### config.mk
export PLATFORM = sky130hd
export DESIGN_NAME = lrr_victim_sel
export DESIGN_NICKNAME = d
export VERILOG_FILES = /design/src/rtl/lrr_pkg.sv /design/src/rtl/lrr_next_way.sv /design/src/rtl/lrr_lock_table.sv /design/src/rtl/lrr_ptr_table.sv /design/src/rtl/lrr_victim_sel.sv
export SDC_FILE = /design/constraint.sdc
export NUM_CORES = 1
export LEC_CHECK = 0
export BUFFER_PORTS_ARGS = -buffer_cell sky130_fd_sc_hd__buf_2
export CORE_ASPECT_RATIO = 1.4
export CORE_MARGIN = 2
export CORE_UTILIZATION = 64
export DETAILED_ROUTE_END_ITERATION = 16
export MAX_ROUTING_LAYER = met4
export PLACE_DENSITY = 0.78
export SKIP_LAST_GASP = 1
export SLEW_MARGIN = 10
export SYNTH_ARGS = -nofsm -noshare
export SYNTH_HDL_FRONTEND = slang
export SYNTH_SLANG_ARGS = --single-unit
### constraint.sdc
create_clock -name clk -period 6.85 [get_ports clk]
set_input_delay 0.3425 -clock clk [delete_from_list [all_inputs] [get_ports clk]]
set_output_delay 0.3425 -clock clk [all_outputs]
set_load 0.1 [all_outputs]
### src/rtl/lrr_pkg.sv
package lrr_pkg;

  // Source of the next value for one set's round-robin pointer.
  typedef enum logic [1:0] {
    PTR_HOLD  = 2'd0,
    PTR_FLUSH = 2'd1,
    PTR_GRANT = 2'd2,
    PTR_LIFT  = 2'd3
  } ptr_src_e;

endpackage

### src/rtl/lrr_next_way.sv
module lrr_next_way #(
  parameter int NUM_WAYS = 32
) (
  input  logic [$clog2(NUM_WAYS)-1:0] ptr,
  input  logic [$clog2(NUM_WAYS)-1:0] cnt,
  output logic [$clog2(NUM_WAYS)-1:0] vic,
  output logic [$clog2(NUM_WAYS)-1:0] nxt
);
  localparam int WAY_W = $clog2(NUM_WAYS);
  localparam logic [WAY_W-1:0] TOP_WAY = WAY_W'(NUM_WAYS - 1);

  // A pointer still inside the pinned range is moved to the first free way.
  always_comb begin
    vic = (ptr < cnt) ? cnt : ptr;
    nxt = (vic == TOP_WAY) ? cnt : vic + 1'b1;
  end
endmodule

### src/rtl/lrr_lock_table.sv
module lrr_lock_table #(
  parameter int NUM_SETS = 32,
  parameter int NUM_WAYS = 32,
  parameter int MAX_LOCK = 28
) (
  input  logic                                  clk,
  input  logic                                  rst,
  input  logic                                  lk_wr,
  input  logic [$clog2(NUM_SETS)-1:0]           lk_set,
  input  logic [$clog2(NUM_WAYS+1)-1:0]         lk_count,
  output logic [$clog2(NUM_WAYS)-1:0]           wr_cnt,
  output logic [NUM_SETS*$clog2(NUM_WAYS)-1:0]  cnt_flat,
  output logic                                  lk_err
);
  localparam int WAY_W = $clog2(NUM_WAYS);
  localparam int CNT_W = $clog2(NUM_WAYS+1);
  localparam logic [CNT_W-1:0] LIM = CNT_W'(MAX_LOCK);

  logic over;

  always_comb begin
    over   = lk_count > LIM;
    wr_cnt = over ? WAY_W'(MAX_LOCK) : lk_count[WAY_W-1:0];
  end

  always_ff @(posedge clk) begin
    if (rst) lk_err <= 1'b0;
    else     lk_err <= lk_wr && over;
  end

  AST_ERR_ON_CLAMP: assert property (@(posedge clk) disable iff (rst)
    (lk_wr && lk_count > LIM) |=> lk_err);
  AST_NO_FALSE_ERR: assert property (@(posedge clk) disable iff (rst)
    !(lk_wr && lk_count > LIM) |=> !lk_err);

  for (genvar s = 0; s < NUM_SETS; s++) begin : g_cnt
    logic [WAY_W-1:0] cnt_q;
    always_ff @(posedge clk) begin
      if (rst)                                    cnt_q <= '0;
      else if (lk_wr && lk_set == s[$clog2(NUM_SETS)-1:0]) cnt_q <= wr_cnt;
    end
    assign cnt_flat[s*WAY_W +: WAY_W] = cnt_q;

    AST_CNT_LIMIT: assert property (@(posedge clk) disable iff (rst)
      cnt_q <= WAY_W'(MAX_LOCK));
  end
endmodule

### src/rtl/lrr_ptr_table.sv
module lrr_ptr_table
  import lrr_pkg::*;
#(
  parameter int NUM_SETS = 32,
  parameter int NUM_WAYS = 32
) (
  input  logic                                  clk,
  input  logic                                  rst,
  input  logic                                  flush,
  input  logic                                  grant,
  input  logic [$clog2(NUM_SETS)-1:0]           req_set,
  input  logic [$clog2(NUM_WAYS)-1:0]           grant_nxt,
  input  logic                                  lk_wr,
  input  logic [$clog2(NUM_SETS)-1:0]           lk_set,
  input  logic [$clog2(NUM_WAYS)-1:0]           wr_cnt,
  input  logic [NUM_SETS*$clog2(NUM_WAYS)-1:0]  cnt_flat,
  output logic [NUM_SETS*$clog2(NUM_WAYS)-1:0]  ptr_flat
);
  localparam int WAY_W = $clog2(NUM_WAYS);
  localparam int SET_W = $clog2(NUM_SETS);

  for (genvar s = 0; s < NUM_SETS; s++) begin : g_ptr
    logic [WAY_W-1:0] ptr_q;
    logic [WAY_W-1:0] cnt_now;
    logic [WAY_W-1:0] cnt_after;
    logic             wr_here;
    ptr_src_e         src;

    always_comb begin
      cnt_now   = cnt_flat[s*WAY_W +: WAY_W];
      wr_here   = lk_wr && lk_set == SET_W'(s);
      cnt_after = wr_here ? wr_cnt : cnt_now;
      if (flush)                                  src = PTR_FLUSH;
      else if (grant && req_set == SET_W'(s))     src = PTR_GRANT;
      else if (wr_here && ptr_q < wr_cnt)         src = PTR_LIFT;
      else                                        src = PTR_HOLD;
    end

    always_ff @(posedge clk) begin
      if (rst) ptr_q <= '0;
      else begin
        unique case (src)
          PTR_FLUSH: ptr_q <= cnt_after;
          PTR_GRANT: ptr_q <= grant_nxt;
          PTR_LIFT:  ptr_q <= wr_cnt;
          default:   ptr_q <= ptr_q;
        endcase
      end
    end
    assign ptr_flat[s*WAY_W +: WAY_W] = ptr_q;

    AST_PTR_ABOVE_LOCK: assert property (@(posedge clk) disable iff (rst)
      ptr_q >= cnt_now);
    AST_FLUSH_TO_FREE: assert property (@(posedge clk) disable iff (rst)
      flush |=> ptr_q == cnt_now);
  end
endmodule

### src/rtl/lrr_victim_sel.sv
module lrr_victim_sel #(
  parameter int NUM_SETS = 32,
  parameter int NUM_WAYS = 32,
  parameter int MAX_LOCK = 28
) (
  input  logic                          clk,
  input  logic                          rst,
  input  logic                          flush,
  input  logic                          req_valid,
  input  logic [$clog2(NUM_SETS)-1:0]   req_set,
  output logic                          vic_valid,
  output logic [$clog2(NUM_WAYS)-1:0]   vic_way,
  input  logic                          lk_wr,
  input  logic [$clog2(NUM_SETS)-1:0]   lk_set,
  input  logic [$clog2(NUM_WAYS+1)-1:0] lk_count,
  output logic                          lk_err
);
  localparam int WAY_W = $clog2(NUM_WAYS);

  logic [NUM_SETS*WAY_W-1:0] cnt_flat;
  logic [NUM_SETS*WAY_W-1:0] ptr_flat;
  logic [WAY_W-1:0]          wr_cnt;
  logic [WAY_W-1:0]          sel_ptr, sel_cnt, sel_vic, sel_nxt;
  logic                      grant;
  logic [WAY_W-1:0]          vic_cnt_q;

  lrr_lock_table #(.NUM_SETS(NUM_SETS), .NUM_WAYS(NUM_WAYS), .MAX_LOCK(MAX_LOCK)) u_lock (
    .clk(clk), .rst(rst), .lk_wr(lk_wr), .lk_set(lk_set), .lk_count(lk_count),
    .wr_cnt(wr_cnt), .cnt_flat(cnt_flat), .lk_err(lk_err)
  );

  // Same-set count write is forwarded into the selection of this cycle.
  always_comb begin
    grant   = req_valid && !flush;
    sel_ptr = ptr_flat[req_set*WAY_W +: WAY_W];
    sel_cnt = (lk_wr && lk_set == req_set) ? wr_cnt : cnt_flat[req_set*WAY_W +: WAY_W];
  end

  lrr_next_way #(.NUM_WAYS(NUM_WAYS)) u_next (
    .ptr(sel_ptr), .cnt(sel_cnt), .vic(sel_vic), .nxt(sel_nxt)
  );

  lrr_ptr_table #(.NUM_SETS(NUM_SETS), .NUM_WAYS(NUM_WAYS)) u_ptr (
    .clk(clk), .rst(rst), .flush(flush), .grant(grant), .req_set(req_set),
    .grant_nxt(sel_nxt), .lk_wr(lk_wr), .lk_set(lk_set), .wr_cnt(wr_cnt),
    .cnt_flat(cnt_flat), .ptr_flat(ptr_flat)
  );

  always_ff @(posedge clk) begin
    if (rst) begin
      vic_valid <= 1'b0;
      vic_way   <= '0;
      vic_cnt_q <= '0;
    end else begin
      vic_valid <= grant;
      if (grant) begin
        vic_way   <= sel_vic;
        vic_cnt_q <= sel_cnt;
      end
    end
  end

  AST_VIC_UNLOCKED: assert property (@(posedge clk) disable iff (rst)
    vic_valid |-> vic_way >= vic_cnt_q);
  AST_GRANT_NEXT: assert property (@(posedge clk) disable iff (rst)
    (req_valid && !flush) |=> vic_valid);
  AST_NO_SPURIOUS: assert property (@(posedge clk) disable iff (rst)
    !(req_valid && !flush) |=> !vic_valid);
endmodule

==> flow_summary.json, run 1 <==
{
  "cts.clk_slew.worst_paths_ns": 0.06,
  "rsz0062_at_grt": "no",
  "cp_cell_sequence": "buf_4 > buf_4 > mux4_2 > a22oi_1 > nand3_1 > a31oi_1 > ha_1 > and4_1 > a41o_1 > a21o_1 > mux2i_1 > ha_1 > and3_1 > ha_2 > buf_4 > mux2_2 > a2111oi_0",
  "htreeDepth": 2,
  "crit_fanout": 45,
  "async_reset_ff_share_pct": 0,
  "yosysWarningCount": 0,
  "synth_cells": 2495,
  "cts.sinks": 327,
  "worst_pin_slew_ns": 1.242,
  "drt-initial-drc-count": 3284,
  "crit_family": "multiplexers",
  "maxSlewHeadroom_pct": 16.55,
  "hp-class": "in -> reg",
  "path_depth": 17,
  "crit_top_cell": "buf_4",
  "area_growth_syn_to_layout_pct": 6.923,
  "wirelength_mm": 83.18,
  "wl_per_cell_um": 29.38,
  "setup_viol": 0,
  "total_power_mw": 5.072,
  "ctsResizeCount": 0,
  "num_rows": 78,
  "critPathKind": "in -> reg",
  "hold_viol": 0,
  "use_met3_pct": 12.19,
  "die-area_mm2": 0.03395,
  "layout-drive-gt1-share_pct": 11.50,
  "ir_drop_mv": 0.2242,
  "synth-seq-area-share_pct": 31.50,
  "cts_buffers": 37,
  "viasPerCell": 7.528,
  "p_leak_nw": 8.905,
  "cp-end-kind": "register",
  "port_buffers": 27,
  "startpoint_type": "primary input",
  "cp_num_buf_inv": 3,
  "fillCellCount": 2620,
  "clk_latency_ns": 0.55,
  "antenna_found_initial": 5,
  "setup_tns_ns": 0,
  "powerDensity_mw_per_mm2": 228.2,
  "synth_edf_count": 0,
  "synth_cell_type_count": 71,
  "grt_pass1_wl_mm": 124.4,
  "final_common_cell": "nor2_1",
  "cts_buffer_depth": 3,
  "syn_nets": 2650,
  "hold_depth": 2,
  "start_util_pct": 64.54,
  "hpwl_mm": 54.54,
  "gp_congestion": 1.049,
  "met2_usage_pct": 75.07,
  "cap_violations": 0,
  "grtUsageMet1_pct": 55.98,
  "ys_ff_latch": 327,
  "cts_setup_buffers": 0,
  "grt_start_max_net_pins": 125,
  "required_ns": 7.19,
  "clockRootBuffer": "clkbuf_16",
  "max_freq_ghz": 0.1640,
  "core-area_mm2": 0.03221,
  "io_pins": 28,
  "worstPathArrival_ns": 6.44,
  "outcome": "completed",
  "grt_pass1_vias": 20260,
  "cts_tree": "done",
  "fp.dieH_um": 217.2,
  "cpMaxStageDelayCell": "mux2_2",
  "vias": 21310,
  "num-nets-final": 2556,
  "firstDrtPassIters": 8,
  "finalClockSkew_ns": 0.02538,
  "antenna_left": 0,
  "slew_violations": 0,
  "final_cell_mix": "nor2_1, dfxtp_1, o21ai_0",
  "track_usage_pct": 50.33,
  "synth_ff_type": "dfxtp_1",
  "die_x_um": 156.3,
  "route.detailed.drc": 0,
  "max_stage_delay_ns": 0.96,
  "busiest_layer": "met2",
  "avgSynthCellArea_um2": 8.331,
  "synthesis.area_mm2": 0.02078,
  "grt_overflow": 0,
  "fin_crit_sh_pct": 89.00,
  "post-route-min-period_ns": 6.097,
  "holdBufCountCts": 0,
  "reg2regPathDepth": 16
}
==> worst reg2reg max path, delay by kind of cell, from the launching register on <==
| kind | cells | cell delay [ns] |
|---|---|---|
| adder cells (fa/ha/maj) | 3 | 0.92 |
| AO/OA/AOI/OAI | 6 | 1.26 |
| buffers and inverters | 1 | 0.26 |
| multiplexers | 5 | 2.59 |
| AND/OR/NAND/NOR | 1 | 0.18 |
| flip-flops | 1 | 0.39 |
==> stage by stage <==
stage / util, % / setup slack, ns / hold slack [ns] / instances / instance area (µm²)
after floorplan: - / 1.142 / 0.4602 / 2495 / 20780
after global placement: 65.22 / 0.4408 / 0.4424 / 2762 / 21000
after detailed placement: 65.22 / 0.2436 / 0.4565 / 2762 / 21000
after CTS: 68.97 / 0.7899 / 0.08326 / 2827 / 22210
after global routing: 69.01 / 0.2806 / 0.1036 / 2831 / 22220
final: 69.01 / 0.7532 / 0.09537 / 2831 / 22220
==> kinds of logic (layout without fill, tap and decap cells) <==
kind of cell,after synthesis,count (layout),synth area share [%]
muxes,142,142,11.99
xor gates and xnor gates,6,6,0.2890
other,0,4,0
and+or+nand+nor,835,835,16.65
adders and majority gates,134,134,8.066
DFF,327,327,31.50
buffers and inverters,289,221,6.351
AOI/OAI and AO/OA,762,762,25.16
==> metal layers <==
layer / wire, µm / share of wire [%]
met2: 36240 / 44
met5: 0 / 0
met4: 9717 / 12
met1: 27380 / 33
met3: 9845 / 12
==> Yosys cell counts (5+ instances only) <==
cell,instances,share of area [%]
nor2_1,545,9.8
dfxtp_1,327,31
o21ai_0,205,4.9
a21oi_1,204,4.9
clkbuf_1,151,2.7
ha_1,134,8.1
nand2_1,124,2.2
nor3_1,75,1.8
mux4_2,74,8.0
inv_1,72,1.3
a22oi_1,70,2.5
a221oi_1,64,2.7
mux2i_1,54,2.6
a211oi_1,39,1.4
a31oi_1,35,1.1
o221ai_1,35,1.5
and3_1,33,0.99
o31ai_1,27,0.98
o41ai_2,27,2.1
buf_2,21,0.51
a2111oi_0,14,0.59
buf_4,11,0.40
buf_6,11,0.60
buf_1,10,0.18
nand2b_1,10,0.30
nand3_1,9,0.22
nor2b_1,9,0.27
mux4_1,7,0.88
a2111oi_4,6,0.79
dlygate4sd1_1,6,0.25
o41ai_1,5,0.21
or2_2,5,0.15
xnor2_1,5,0.21
==> sequential cells by signal, summed over array words and instances (netlist names) <==
register / count
u_lock.lk_err: 1
vic_way: 5
u_lock.g_cnt.cnt_q: 160
u_ptr.g_ptr.ptr_q: 160
vic_valid: 1
==> power breakdown <==
group	internal (mW)	total, mW	switching (mW)
registers	1.96	2.04	0.0750
logic	0.297	0.985	0.688
clock network	1.21	2.05	0.836
total	3.47	5.07	1.60
==> final timing paths <==
path / from / to / slack [ns]
worst min register to register: vic_way[3] / vic_way[3] / 0.46
worst min-delay path: lk_wr / u_lock.lk_err / 0.1
worst max-delay path: req_set[0] / u_ptr.g_ptr[25].ptr_q[0] / 0.75
worst max register to register: u_ptr.g_ptr[8].ptr_q[2] / u_ptr.g_ptr[25].ptr_q[0] / 1.05
==> final cells by class <==
type / instances / area (µm²) / area share, %
Clock inverter: 12 / 163.9 / 0.7375
Timing Repair Buffer: 82 / 656.9 / 2.956
Clock buffer: 53 / 1046 / 4.707
Multi-Input combinational cell: 1879 / 13010 / 58.56
Sequential cell: 327 / 6546 / 29.46
Tap cell: 400 / 500.5 / 2.252
Antenna cell: 4 / 10.01 / 0.04504
Inverter: 74 / 286.5 / 1.289
Note: power is estimated with default switching activity, not from simulation.
==> inputs of run 2 (changes only) <==
- ABC_AREA: not set -> 1
- CORE_UTILIZATION: 64 -> 65
- PLACE_DENSITY: 0.78 -> 0.79
==> run 2 against run 1 <==
Against the previous run:
- sequential power about the same
- critical path depth is 9 higher
- wire length rose by 7.9%
- via count grew 19%
- power grew 0.39%
- setup slack improved by 0.24 ns
- cell area is 5.2% higher
- hold slack got worse by 0.013 ns
- first-iteration DRC count rose by 14%
- sequential share of layout area down 1.5 points
- critical endpoint is now u_ptr.g_ptr[20].ptr_q[1]
- largest cell class unchanged
==> flow_summary.json, run 2 <==
{
  "outcome": "completed",
  "htreeDepth": 2,
  "antenna_found_initial": 3,
  "synth.largest_area_cell": "dfxtp_1",
  "async_reset_ff_share_pct": 0,
  "maxSlewHeadroom_pct": 3.860,
  "final_cell_mix": "nand2_1, o21ai_0, inv_1",
  "hold_ws_ns": 0.08250,
  "synth_cells": 3367,
  "setup_viol": 0,
  "gp_congestion": 1.054,
  "synth_ff_type": "dfxtp_1",
  "avgSynthCellArea_um2": 6.486,
  "synth-seq-area-share_pct": 29.98,
  "synthMuxAreaShare_pct": 0,
  "reg2regPathDepth": 21,
  "num_rows": 79,
  "ff2ff_setup_slack_ns": 1.42,
  "cts_buffer_depth": 3,
  "max_freq_ghz": 0.1706,
  "hold_viol": 0,
  "cts.clk_slew.worst_paths_ns": 0.06,
  "path_depth": 26,
  "yosysMostFrequentCell": "nand2_1",
  "synth_top_family_by_area": "compound AO/OA/AOI/OAI gates",
  "crit_fanout": 26,
  "p_seq_share_pct": 40.4,
  "p_leak_nw": 10.36,
  "cp_num_buf_inv": 5,
  "layout-drive-gt1-share_pct": 6.087,
  "p_clk_share_pct": 39.6,
  "synth.area.top_cells": "dfxtp_1, nand2_1, o21ai_0",
  "antenna_left": 0,
  "cts.sinks": 327,
  "fp.dieH_um": 220.9,
  "hold_path_end": "u_lock.g_cnt[4].cnt_q[0]",
  "ir_drop_mv": 0.1968,
  "p_int_mw": 3.404,
  "reg2reg_from": "u_ptr.g_ptr[4].ptr_q[4]",
  "area_growth_syn_to_layout_pct": 7.082,
  "largest_registers": "u_lock.g_cnt.cnt_q x160, u_ptr.g_ptr.ptr_q x160, vic_way x5",
  "cts_buffers": 35,
  "p_sw_mw": 1.687,
  "clk_latency_ns": 0.54,
  "wl_per_cell_um": 23.73,
  "ctsResizeCount": 0,
  "firstDrtPassIters": 11,
  "die-area_mm2": 0.03510,
  "vias": 25340,
  "num-nets-final": 3465,
  "route.detailed.drc": 0,
  "netlist_top_cells_count": "nand2_1, o21ai_0, inv_1",
  "io_pins": 28,
  "synth_simple_gate_area_share_pct": 25.14,
  "worst_pin_slew_ns": 1.427,
  "grt_pass1_wl_mm": 136.6,
  "critPathKind": "in -> reg",
  "synth-xor-area-share_pct": 0.04011,
  "synth_edf_count": 0,
  "cp-end-kind": "register",
  "drt-initial-drc-count": 3746,
  "core-area_mm2": 0.03321,
  "synth_top_area_share_pct": 29.98,
  "setup_tns_ns": 0,
  "total_power_mw": 5.092,
  "fillCellCount": 3003,
  "grt_pass1_vias": 24240,
  "wirelength_mm": 89.77,
  "post-route-min-period_ns": 5.860,
  "hold_depth": 2,
  "viasPerCell": 6.699,
  "clockRootBuffer": "clkbuf_16",
  "holdBufCountCts": 0,
  "cts_tree": "done",
  "swShare_pct": 33.14,
  "hp-class": "in -> reg",
  "fin_crit_sh_pct": 85.55,
  "finalClockSkew_ns": 0.01652,
  "grt_start_max_net_pins": 102,
  "rsz0062_at_grt": "no",
  "min_from": "rst",
  "synthAdderAreaFrac_pct": 7.678,
  "r2r-end": "u_ptr.g_ptr[20].ptr_q[1]",
  "synth_compound_area_share_pct": 26.24,
  "startpoint_type": "primary input",
  "worstPathArrival_ns": 6.35,
  "yosysWarningCount": 0,
  "crit_family": "simple AND/OR/NAND/NOR gates",
  "comb_power_share_pct": 20.0,
  "slew_violations": 0,
  "hpwl_mm": 60.01,
  "required_ns": 7.34,
  "synthesis.area_mm2": 0.02184,
  "port_buffers": 27,
  "cts_setup_buffers": 0,
  "die_x_um": 158.9,
  "synth_cell_type_count": 48,
  "track_usage_pct": 51.36,
  "powerDensity_mw_per_mm2": 217.7,
  "crit_top_cell": "nor2_1",
  "syn_nets": 3522,
  "max_stage_delay_ns": 0.61,
  "cpMaxStageDelayCell": "nand2_2",
  "ys_ff_latch": 327,
  "start_util_pct": 65.75,
  "final_common_cell": "nand2_1",
  "cap_violations": 0,
  "grt_overflow": 0
}
==> run 2: kinds of logic (layout without fill, tap and decap cells) <==
| logic type | after synthesis | after routing |
|---|---|---|
| compound gates | 982 | 982 |
| buf+inv | 596 | 564 |
| fa+ha+maj | 134 | 134 |
| flops | 327 | 327 |
| simple gates | 1327 | 1327 |
| xor+xnor | 1 | 1 |
| other cells | 0 | 3 |
==> run 2: how the worst max path moves through the flow <==
stage                           from                       end  slack, ns
final                     req_set[0]  u_ptr.g_ptr[20].ptr_q[1]       0.99
after CTS                 req_set[0]  u_ptr.g_ptr[20].ptr_q[1]       1.28
after detailed placement  req_set[0]  u_ptr.g_ptr[20].ptr_q[1]       0.73
after global placement    req_set[0]  u_ptr.g_ptr[20].ptr_q[1]       0.89
after global routing      req_set[0]  u_ptr.g_ptr[22].ptr_q[1]       0.70
after floorplan           req_set[0]  u_ptr.g_ptr[13].ptr_q[1]       2.47
==> run 2: cell type report <==
cell class	instances	area, µm²	area share [%]
timing repair buffer	70	498.0	2.130
inverter	432	1624	6.945
antenna	3	7.507	0.03210
clock buffer	48	1037	4.436
sequential	327	6546	28.00
multi-input combinational	2444	12970	55.46
tap	445	556.8	2.381
clock inverter	14	145.1	0.6207
==> run 2: stage by stage <==
step | setup slack (ns) | area [µm²] | utilization, % | instances
floorplan | 2.470 | 21840 | - | 3367
global placement | 0.8897 | 22190 | 66.82 | 3718
detailed placement | 0.7313 | 22190 | 66.82 | 3718
CTS | 1.284 | 23380 | 70.38 | 3780
global route | 0.7039 | 23380 | 70.41 | 3783
finish | 0.9899 | 23380 | 70.41 | 3783
==> run 2: power groups by stage <==
stage	clock network [mW]	logic [mW]	registers (mW)
2_1_floorplan	0	0.604	2.07
3_3_place_gp	0	0.923	2.09
3_5_place_dp	0	0.953	2.09
4_1_cts	2.00	0.960	2.05
5_1_grt	2.08	1.07	2.05
6_report	2.02	1.02	2.06
==> run 2: metal layers <==
layer / global-route usage (%) / wire length (µm) / part of all wire, %
met5: - / 0 / 0
met1: 57.31 / 30100 / 34
met2: 77.80 / 38260 / 43
met3: 12.75 / 12060 / 13
met4: 41.96 / 9343 / 10
